<file path="src/rtl/wdog_esc_pkg.sv">
package wdog_esc_pkg;
  localparam int ADDR_W    = 2;
  localparam int DATA_W    = 32;
  localparam int NUM_LVL   = 5;
  localparam int CNT_W     = 3;
  localparam int CH_W      = 4;
  localparam int PER_W     = 8;
  localparam int PER_LSB   = CH_W;
  localparam int EN_LSB    = PER_LSB + PER_W;
  localparam int CFG_W     = EN_LSB + NUM_LVL;
  localparam int NUM_IRQ   = 3;

  localparam logic [ADDR_W-1:0] A_CFG    = 2'd0;
  localparam logic [ADDR_W-1:0] A_CMD    = 2'd1;
  localparam logic [ADDR_W-1:0] A_UNLOCK = 2'd2;
  localparam logic [ADDR_W-1:0] A_MASK   = 2'd3;

  localparam int CMD_START = 0;
  localparam int CMD_STOP  = 1;

  typedef struct packed {
    logic clearCnt;
    logic countEn;
  } ctrl2dp_t;
endpackage

</file>
<file path="src/rtl/wdog_esc_ctrl.sv">
module wdog_esc_ctrl
  import wdog_esc_pkg::*;
#(
  parameter int WDOG_IDX = 0,
  parameter logic [DATA_W-1:0] UNLOCK_KEY = 32'h0000C45A
) (
  input  logic              clk,
  input  logic              rstN,
  input  logic              regWrEn,
  input  logic [ADDR_W-1:0] regAddr,
  input  logic [DATA_W-1:0] regWrData,
  output logic [DATA_W-1:0] regRdData,
  output logic [CFG_W-1:0]  cfgWord,
  output logic              maskBit,
  output logic              isRunning,
  output logic              isUnlocked,
  output ctrl2dp_t          strobes
);
  localparam int MASK_BIT = 16 + 4 * WDOG_IDX;

  logic [CFG_W-1:0]  cfgReg;
  logic [DATA_W-1:0] maskReg;
  logic              runReg;
  logic              unlockReg;

  logic cmdWr, stopOk, startReq, keyWr, cfgWr, maskWr;

  always_comb begin
    cmdWr    = regWrEn && (regAddr == A_CMD);
    keyWr    = regWrEn && (regAddr == A_UNLOCK);
    cfgWr    = regWrEn && (regAddr == A_CFG);
    maskWr   = regWrEn && (regAddr == A_MASK);
    stopOk   = cmdWr && regWrData[CMD_STOP] && unlockReg;
    startReq = cmdWr && regWrData[CMD_START] && !stopOk;
  end

  always_ff @(posedge clk or negedge rstN) begin
    if (!rstN) begin
      cfgReg    <= '0;
      maskReg   <= '0;
      runReg    <= 1'b0;
      unlockReg <= 1'b0;
    end else begin
      if (cfgWr)  cfgReg  <= regWrData[CFG_W-1:0];
      if (maskWr) maskReg <= regWrData;
      if (stopOk)        runReg <= 1'b0;
      else if (startReq) runReg <= 1'b1;
      if (keyWr)       unlockReg <= (regWrData == UNLOCK_KEY);
      else if (stopOk) unlockReg <= 1'b0;
    end
  end

  always_comb begin
    unique case (regAddr)
      A_CFG:    regRdData = {{(DATA_W-CFG_W){1'b0}}, cfgReg};
      A_CMD:    regRdData = {{(DATA_W-1){1'b0}}, runReg};
      A_UNLOCK: regRdData = {{(DATA_W-1){1'b0}}, unlockReg};
      default:  regRdData = maskReg;
    endcase
  end

  assign strobes.clearCnt = stopOk || startReq;
  assign strobes.countEn  = runReg;
  assign cfgWord    = cfgReg;
  assign maskBit    = maskReg[MASK_BIT];
  assign isRunning  = runReg;
  assign isUnlocked = unlockReg;
endmodule

</file>
<file path="src/rtl/wdog_esc_dp.sv">
module wdog_esc_dp
  import wdog_esc_pkg::*;
#(
  parameter int NUM_CH = 8
) (
  input  logic              clk,
  input  logic              rstN,
  input  ctrl2dp_t          strobes,
  input  logic [CFG_W-1:0]  cfgWord,
  input  logic              maskBit,
  input  logic [NUM_CH-1:0] tmrExpire,
  output logic [CNT_W-1:0]  expCount,
  output logic [NUM_LVL-1:0] escVec
);
  logic [CH_W-1:0]    chSel;
  logic [PER_W-1:0]   perField, perLast;
  logic [NUM_LVL-1:0] enBits;
  logic [NUM_CH-1:0]  hit;
  logic               tick;
  logic [PER_W-1:0]   subCnt;

  assign chSel    = cfgWord[PER_LSB-1:0];
  assign perField = cfgWord[EN_LSB-1:PER_LSB];
  assign enBits   = cfgWord[CFG_W-1:EN_LSB];
  assign perLast  = (perField == '0) ? '0 : perField - 1'b1;

  for (genvar ch = 0; ch < NUM_CH; ch++) begin : g_chSel
    assign hit[ch] = tmrExpire[ch] && (chSel == CH_W'(ch));
  end
  assign tick = |hit;

  always_ff @(posedge clk or negedge rstN) begin
    if (!rstN) begin
      subCnt   <= '0;
      expCount <= '0;
    end else if (strobes.clearCnt) begin
      subCnt   <= '0;
      expCount <= '0;
    end else if (strobes.countEn && tick) begin
      if (subCnt >= perLast) begin
        subCnt <= '0;
        if (expCount < CNT_W'(NUM_LVL)) expCount <= expCount + 1'b1;
      end else begin
        subCnt <= subCnt + 1'b1;
      end
    end
  end

  for (genvar k = 0; k < NUM_LVL; k++) begin : g_esc
    if (k < NUM_IRQ) begin : g_irq
      assign escVec[k] = (expCount > CNT_W'(k)) && enBits[k] && maskBit;
    end else begin : g_rst
      assign escVec[k] = (expCount > CNT_W'(k)) && enBits[k];
    end
  end
endmodule

</file>
<file path="src/rtl/wdog_esc.sv">
module wdog_esc
  import wdog_esc_pkg::*;
#(
  parameter int NUM_CH = 8,
  parameter int WDOG_IDX = 0,
  parameter logic [31:0] UNLOCK_KEY = 32'h0000C45A
) (
  input  logic              clk,
  input  logic              rstN,
  input  logic              regWrEn,
  input  logic [1:0]        regAddr,
  input  logic [31:0]       regWrData,
  output logic [31:0]       regRdData,
  input  logic [NUM_CH-1:0] tmrExpire,
  output logic              irqLocal,
  output logic              irqFast,
  output logic              irqRemote,
  output logic              rstDebug,
  output logic              rstPor
);
  ctrl2dp_t           strobes;
  logic [CFG_W-1:0]   cfgWord;
  logic               maskBit, isRunning, isUnlocked;
  logic [CNT_W-1:0]   expCount;
  logic [NUM_LVL-1:0] escVec;

  wdog_esc_ctrl #(.WDOG_IDX(WDOG_IDX), .UNLOCK_KEY(UNLOCK_KEY)) u_ctrl (
    .clk(clk), .rstN(rstN), .regWrEn(regWrEn), .regAddr(regAddr),
    .regWrData(regWrData), .regRdData(regRdData), .cfgWord(cfgWord),
    .maskBit(maskBit), .isRunning(isRunning), .isUnlocked(isUnlocked),
    .strobes(strobes)
  );

  wdog_esc_dp #(.NUM_CH(NUM_CH)) u_dp (
    .clk(clk), .rstN(rstN), .strobes(strobes), .cfgWord(cfgWord),
    .maskBit(maskBit), .tmrExpire(tmrExpire), .expCount(expCount),
    .escVec(escVec)
  );

  assign irqLocal  = escVec[0];
  assign irqFast   = escVec[1];
  assign irqRemote = escVec[2];
  assign rstDebug  = escVec[3];
  assign rstPor    = escVec[4];
endmodule

</file>
<file path="config.mk">
export PLATFORM = sky130hd
export DESIGN_NAME = wdog_esc
export DESIGN_NICKNAME = d
export VERILOG_FILES = /design/src/rtl/wdog_esc_pkg.sv /design/src/rtl/wdog_esc_ctrl.sv /design/src/rtl/wdog_esc_dp.sv /design/src/rtl/wdog_esc.sv
export SDC_FILE = /design/constraint.sdc
export NUM_CORES = 1
export LEC_CHECK = 0
export BUFFER_PORTS_ARGS = -buffer_cell sky130_fd_sc_hd__buf_2
export CAP_MARGIN = 20
export CORE_ASPECT_RATIO = 0.5
export CORE_MARGIN = 2
export CORE_UTILIZATION = 30
export DETAILED_ROUTE_END_ITERATION = 6
export GPL_TIMING_DRIVEN = 0
export PLACE_DENSITY_LB_ADDON = 0.05
export SLEW_MARGIN = 20
export SYNTH_ARGS = -nofsm -noshare
export SYNTH_HDL_FRONTEND = slang
export SYNTH_HIERARCHICAL = 1
export SYNTH_SLANG_ARGS = --single-unit
</file>
<file path="constraint.sdc">
create_clock -name clk -period 6 [get_ports clk]
set_input_delay 0.6 -clock clk [delete_from_list [all_inputs] [get_ports clk]]
set_output_delay 0.6 -clock clk [all_outputs]
set_load 0.02 [all_outputs]
</file>
* Word-level counts from Yosys, hierarchy flattened
Cells that the tools add are included.
** Storage, ports and cells
- Flip-flop bits (word level) :: 62
- Input bits :: 45
- Output and inout port bits :: 37
- Word-level logic and storage cells :: 77
** Operators by class
- $add $sub $neg :: 3
- Order comparisons :: 7
- Eq/ne operators :: 11
- Multiplexer cells :: 13
- Reductions and logical operators :: 37
** Operators by type and width (number)
- $pmux 32 s3 :: 1
- $eq 32x16->1 const B :: 1
- $mux 8 :: 4
- $logic_and 1x1->1 :: 25
- $eq 4x3->1 const B :: 4
- $mux 3 :: 4
- $reduce_bool 2->1 :: 5
- $add 8x1->8 const B :: 1
- $eq 4x2->1 const B :: 2
- $ge 8x8->1 :: 1
- $logic_not 8->1 :: 1
- $reduce_or 8->1 :: 1
- $sub 8x1->8 const B :: 1
- $gt 3x1->1 const B :: 2
- $gt 3x2->1 const B :: 2
- $eq 2x2->1 const B :: 2
- $eq 4x1->1 const B :: 1
- $logic_not 4->1 :: 1
- $mux 1 :: 4
- $add 3x1->3 const B :: 1
- $gt 3x3->1 const B :: 1
- $lt 3x3->1 const B :: 1
- $reduce_and 3->1 :: 1
- $eq 2x1->1 const B :: 1
- other kinds (3) :: 3

* Logic depth before layout (Yosys ltp)
- Depth after elaboration :: 9
- Mapped depth :: 13
- Gate-level depth less buffers :: 12

* Modules after synthesis
The synthesis kept the hierarchy.
** Modules (own cells, without submodules)
- wdog_esc_ctrl :: times used 1, cells an instance 171, area an instance 2344.7 sq um, sequential area each 1276.2 sq um
- wdog_esc_dp :: times used 1, cells an instance 134, area an instance 1127.3 sq um, sequential area each 275.3 sq um

* Worst setup path before layout
No wires, ideal clock.
- Path type :: flip-flop to flip-flop
- Start point :: reg u_ctrl.cfgReg[7], in the netlist u_ctrl/cfgWord[7]
- End point :: reg u_dp.subCnt[3]
- Library setup time :: 0.121 ns
- Arrival :: 2.811 ns
- Data required time :: 5.879 ns
- Setup slack :: 3.068 ns
- Stages on the path, launching flop included :: 12
- Path buffers :: 1
- Period minus slack after synthesis :: 2.932 ns
- Cell sequence :: dfrtp_1 -> nor3_1 -> nand2_1 -> or4_1 -> and2_1 -> ha_1 -> nand2b_1 -> a21oi_1 -> o31ai_1 -> clkbuf_1 -> o21ai_0 -> a22o_1
** Between the ends
- Longest elaborated chain between the ends :: 6
- Elaborated cells on any way between the ends :: 7
- Those cells by class :: add/sub: 1; order compare: 1; mux: 4; reduce/logical: 1
** RTL lines
- from (decl) :: RTL line wdog_esc_ctrl.sv:21 : logic [CFG_W-1:0] cfgReg;
- from (signal assigned) :: RTL line wdog_esc_ctrl.sv:44 : if (cfgWr) cfgReg <= regWrData[CFG_W-1:0];
- $sub 8x1->8 / $logic_not 8->1 (equally long branches) :: RTL line wdog_esc_dp.sv:25 : assign perLast = (perField == '0) ? '0 : perField - 1'b1;
- $mux 8 * :: RTL line wdog_esc_dp.sv:25
- $ge 8x8->1 * :: RTL line wdog_esc_dp.sv:40 : if (subCnt >= perLast) begin
- $mux 8 * :: RTL line wdog_esc_dp.sv:40
- $mux 8 * :: RTL line wdog_esc_dp.sv:39 : end else if (strobes.countEn && tick) begin
- $mux 8 * :: RTL line wdog_esc_dp.sv:36 : end else if (strobes.clearCnt) begin
- to (signal assigned) :: RTL line wdog_esc_dp.sv:44 : subCnt <= subCnt + 1'b1;
- to (decl) :: RTL line wdog_esc_dp.sv:20 : logic [PER_W-1:0] subCnt;
Every way passes the cells marked *; elsewhere a longest branch is shown, timed or not. The select of a mux whose other input is x is not followed.
A chain may end at the register's enable or synchronous reset.

* Final worst setup path
- Start point :: reg u_ctrl.cfgReg[6], in the netlist u_ctrl/cfgWord[6]
- End point :: reg u_dp.subCnt[3]
The elaborated chain is that of the path after synthesis.

==> flow_summary.ini <==
[timing]
relSlewSlack = 0.467
fin_crit_sh = 0.566
hold_viol_final = 0
setup_viol = 0
rsz0062_at_grt = no
max_freq_mhz = 295
setup_tns_ns = 0
period_minus_slack_ns = 3.39
finClkSkew_ns = 0.00477
tightest_slew_ns = 0.788
fin_ws_ns = 2.61
final_max_slew_viol_count = 0

[clock_network]
cts_resized = 0
cts_tree = done
cts_buffer_depth = 2
ctsHoldBuffers = 0
post_cts_buffers = 0
clk_latency_ns = 0.32
cts_buffers = 9
cts.sinks = 62
path_clk_slew_ns = 0.05
htreeDepth = 3
ctsRootBufferMaster = clkbuf_16

[die]
fp.dieH_um = 80.1
ios = 82
coreArea_um2 = 11100
die_area_um2 = 12500
rows = 27
start_util = 0.311
die_w_um = 156

[global_route]
grt_util_all_layers = 0.159
grt_pass1_wl_um = 15000
grt_pass1_vias = 2873
antenna_found_initial = 0
overflow = 0
grt_start_max_net_pins = 44

[pwr]
sequentialPowerShare = 0.404
power_density_nw_per_um2 = 333
internal_power_uw = 976
power.leakage_uw = 0.00210
swShare = 0.327
power.switching_uw = 474
ir_worst_vdd_mv = 0.115
p_comb_frac = 0.271
clock_power_share = 0.325

[route]
drc = 0
firstDrtPassIters = 4
vias = 2741
drtAntennaViolNets = 0
wirelength_um = 9360
wire_per_inst_um = 17.1
first_iter_violations = 82
avgViaCountPerCell = 5.00

[yosys]
synth_seq_cells = 62
syn_avg_cell_area_um2 = 11.4
synthArstFlopShare = 1.00
synth.yosys.seq_area_share = 0.447
synth_nets = 365
ys_types = 54
synth-main-ff-cell = dfrtp_1
ys_warn_count = 6
syn_inst = 305
synth-edff-count = 0
syn_area_um2 = 3470

[critical_path]
arrival_ns = 3.61
cp_num_buf_inv = 1
required_ns = 6.21
worstSetupPathDepth = 11
r2r-start = u_ctrl/cfgWord[6]
r2r-end = u_dp/subCnt[3]
crit_chain = nor3_1 -> nand2_1 -> or4_1 -> and2_1 -> ha_1 -> nand2b_1 -> a21oi_1 -> o31ai_1 -> clkbuf_1 -> o21ai_0 -> a22o_1
path_delay_family = simple AND/OR/NAND/NOR gates
rrSetupSlack_ns = 2.61
path_class = reg -> reg
slowest_stage = or4_1
start_kind = flop
ff2ff_path_depth = 11
critPathMaxFanout = 10
endpoint_kind = flop
crit_path_max_incr_delay_ns = 0.51

[worst_hold_path]
min_path_type = in -> async

[cells_and_area]
stdcell_area_um2 = 4360
nets = 458
num_antenna_cells = 0
syn_to_final_growth_pct = 25.5
drive_gt1_frac = 0.300

[placed_design]
routabilityCongestion = 0.748
port_buffers = 81
dp_hpwl_um = 7300
place_area_um2 = 4090
dpl_worst_slack_ns = 2.61

[job]
maxCapViolCount = 0

[status]
status = finished clean
[worst max-delay path by stage]
stage,slack [ns],end,from
floorplan,3.07,u_dp/subCnt[3],u_ctrl/cfgWord[7]
finish,2.61,u_dp/subCnt[3],u_ctrl/cfgWord[6]
CTS,2.58,u_dp/subCnt[3],u_ctrl/cfgWord[7]
global placement,2.60,u_dp/subCnt[7],u_ctrl/cfgWord[7]
detailed placement,2.61,u_dp/subCnt[3],u_ctrl/cfgWord[7]
global route,2.34,u_dp/subCnt[7],u_ctrl/cfgWord[7]
[final cells by class]
cell class / instances / area (um2)
plain buffers: 15 / 96.3
clock buffers: 12 / 246
clock inverters: 4 / 22.5
fillers: 1106 / 6790
inverters: 11 / 41.3
multi-input cells: 217 / 1780
flip-flops and latches: 62 / 1550
well taps: 145 / 181
repair buffers: 82 / 435
[through the flow]
step / hold WS [ns] / std cells / power (uW) / util
2_1_floorplan: 0.304 / 305 / 846 / -
3_3_place_gp: 0.470 / 531 / 974 / 0.364
6_report: 0.162 / 548 / 1450 / 0.391
4_1_cts: 0.164 / 548 / 1470 / 0.391
3_5_place_dp: 0.479 / 532 / 989 / 0.367
5_1_grt: 0.170 / 548 / 1550 / 0.391
[worst register-to-register path: stages, from the launching register on]
cell	delay, ns
dfrtp_1	0.46
nor3_1	0.29
nand2_1	0.14
or4_1	0.51
and2_1	0.21
ha_1	0.26
nand2b_1	0.09
a21oi_1	0.06
o31ai_1	0.43
clkbuf_1	0.40
o21ai_0	0.17
a22o_1	0.26
[logic make-up (layout without fill, tap and decap cells)]
| group | count (synthesis) | after routing | synth area share |
|---|---|---|---|
| AND/OR/NAND/NOR | 89 | 89 | 0.150 |
| buffers and inverters | 26 | 124 | 0.0396 |
| adder cells (fa/ha/maj) | 15 | 15 | 0.0541 |
| XOR/XNOR | 3 | 3 | 0.00757 |
| multiplexers | 56 | 56 | 0.184 |
| AO/OA/AOI/OAI | 54 | 54 | 0.118 |
| flip-flops | 62 | 62 | 0.447 |
[power by group through the flow]
stage | clock [uW] | sequential, uW | combinational (uW)
after floorplan | 0 | 564 | 281
after global placement | 0 | 588 | 386
after detailed placement | 0 | 593 | 396
after CTS | 488 | 586 | 399
after global routing | 506 | 601 | 444
final | 471 | 586 | 393
[cells in the final DEF (no fill, tap or decap), types with 8 or more instances in the layout]
| master | Yosys | routed |
|---|---|---|
| mux2_1 | 40 | 40 |
| dfrtp_1 | 62 | 62 |
| inv_1 | 11 | 11 |
| a22o_1 | 20 | 20 |
| mux2_2 | 13 | 13 |
| clkbuf_16 | 0 | 9 |
| and3_1 | 19 | 19 |
| buf_2 | 2 | 82 |
| a21oi_1 | 8 | 8 |
| ha_1 | 15 | 15 |
| clkbuf_1 | 7 | 9 |
| nand2_1 | 14 | 14 |
| nor2b_1 | 9 | 9 |
[registers in the layout, indices dropped and copies added, names as in the netlist]
name               count
u_ctrl/isRunning       1
u_ctrl/cfgWord        17
u_dp/subCnt            8
u_dp/expCount          3
u_ctrl/isUnlocked      1
u_ctrl/maskReg        32
[metal layers]
| metal | vias up | wire (um) | GRT usage | part of all wire |
|---|---|---|---|---|
| met5 | - | 0 | 0 | 0 |
| met2 | 56 | 4260 | 0.259 | 0.46 |
| met3 | 6 | 430 | 0.0513 | 0.046 |
| li1 | 1327 | - | - | - |
| met1 | 1352 | 4610 | 0.207 | 0.49 |
| met4 | 0 | 55 | 0.0367 | 0.0059 |
[synthesized netlist by cell type, types with 2 or more instances]
| master | n | area share |
|---|---|---|
| a21oi_1 | 8 | 0.012 |
| a22o_1 | 20 | 0.050 |
| and2_1 | 5 | 0.0090 |
| and3_1 | 19 | 0.034 |
| buf_2 | 2 | 0.0029 |
| buf_4 | 2 | 0.0043 |
| buf_6 | 4 | 0.013 |
| clkbuf_1 | 7 | 0.0076 |
| dfrtp_1 | 62 | 0.45 |
| ha_1 | 15 | 0.054 |
| inv_1 | 11 | 0.012 |
| mux2_1 | 40 | 0.13 |
| mux2_2 | 13 | 0.042 |
| mux2i_1 | 2 | 0.0058 |
| nand2_1 | 14 | 0.015 |
| nand2b_1 | 5 | 0.0090 |
| nand3_1 | 6 | 0.0086 |
| nand4_1 | 2 | 0.0036 |
| nor2_1 | 5 | 0.0054 |
| nor2b_1 | 9 | 0.016 |
| nor3_1 | 5 | 0.0072 |
| nor4_1 | 4 | 0.0072 |
| nor4b_1 | 2 | 0.0050 |
| nor4bb_1 | 2 | 0.0058 |
| o21ai_0 | 6 | 0.0086 |
| o22ai_1 | 2 | 0.0036 |
| o311ai_1 | 2 | 0.0050 |
| o31ai_1 | 2 | 0.0043 |
| or3_1 | 2 | 0.0036 |
| or4_1 | 2 | 0.0043 |
| xor2_1 | 2 | 0.0050 |
No activity file was read; power rests on OpenSTA's default activity.
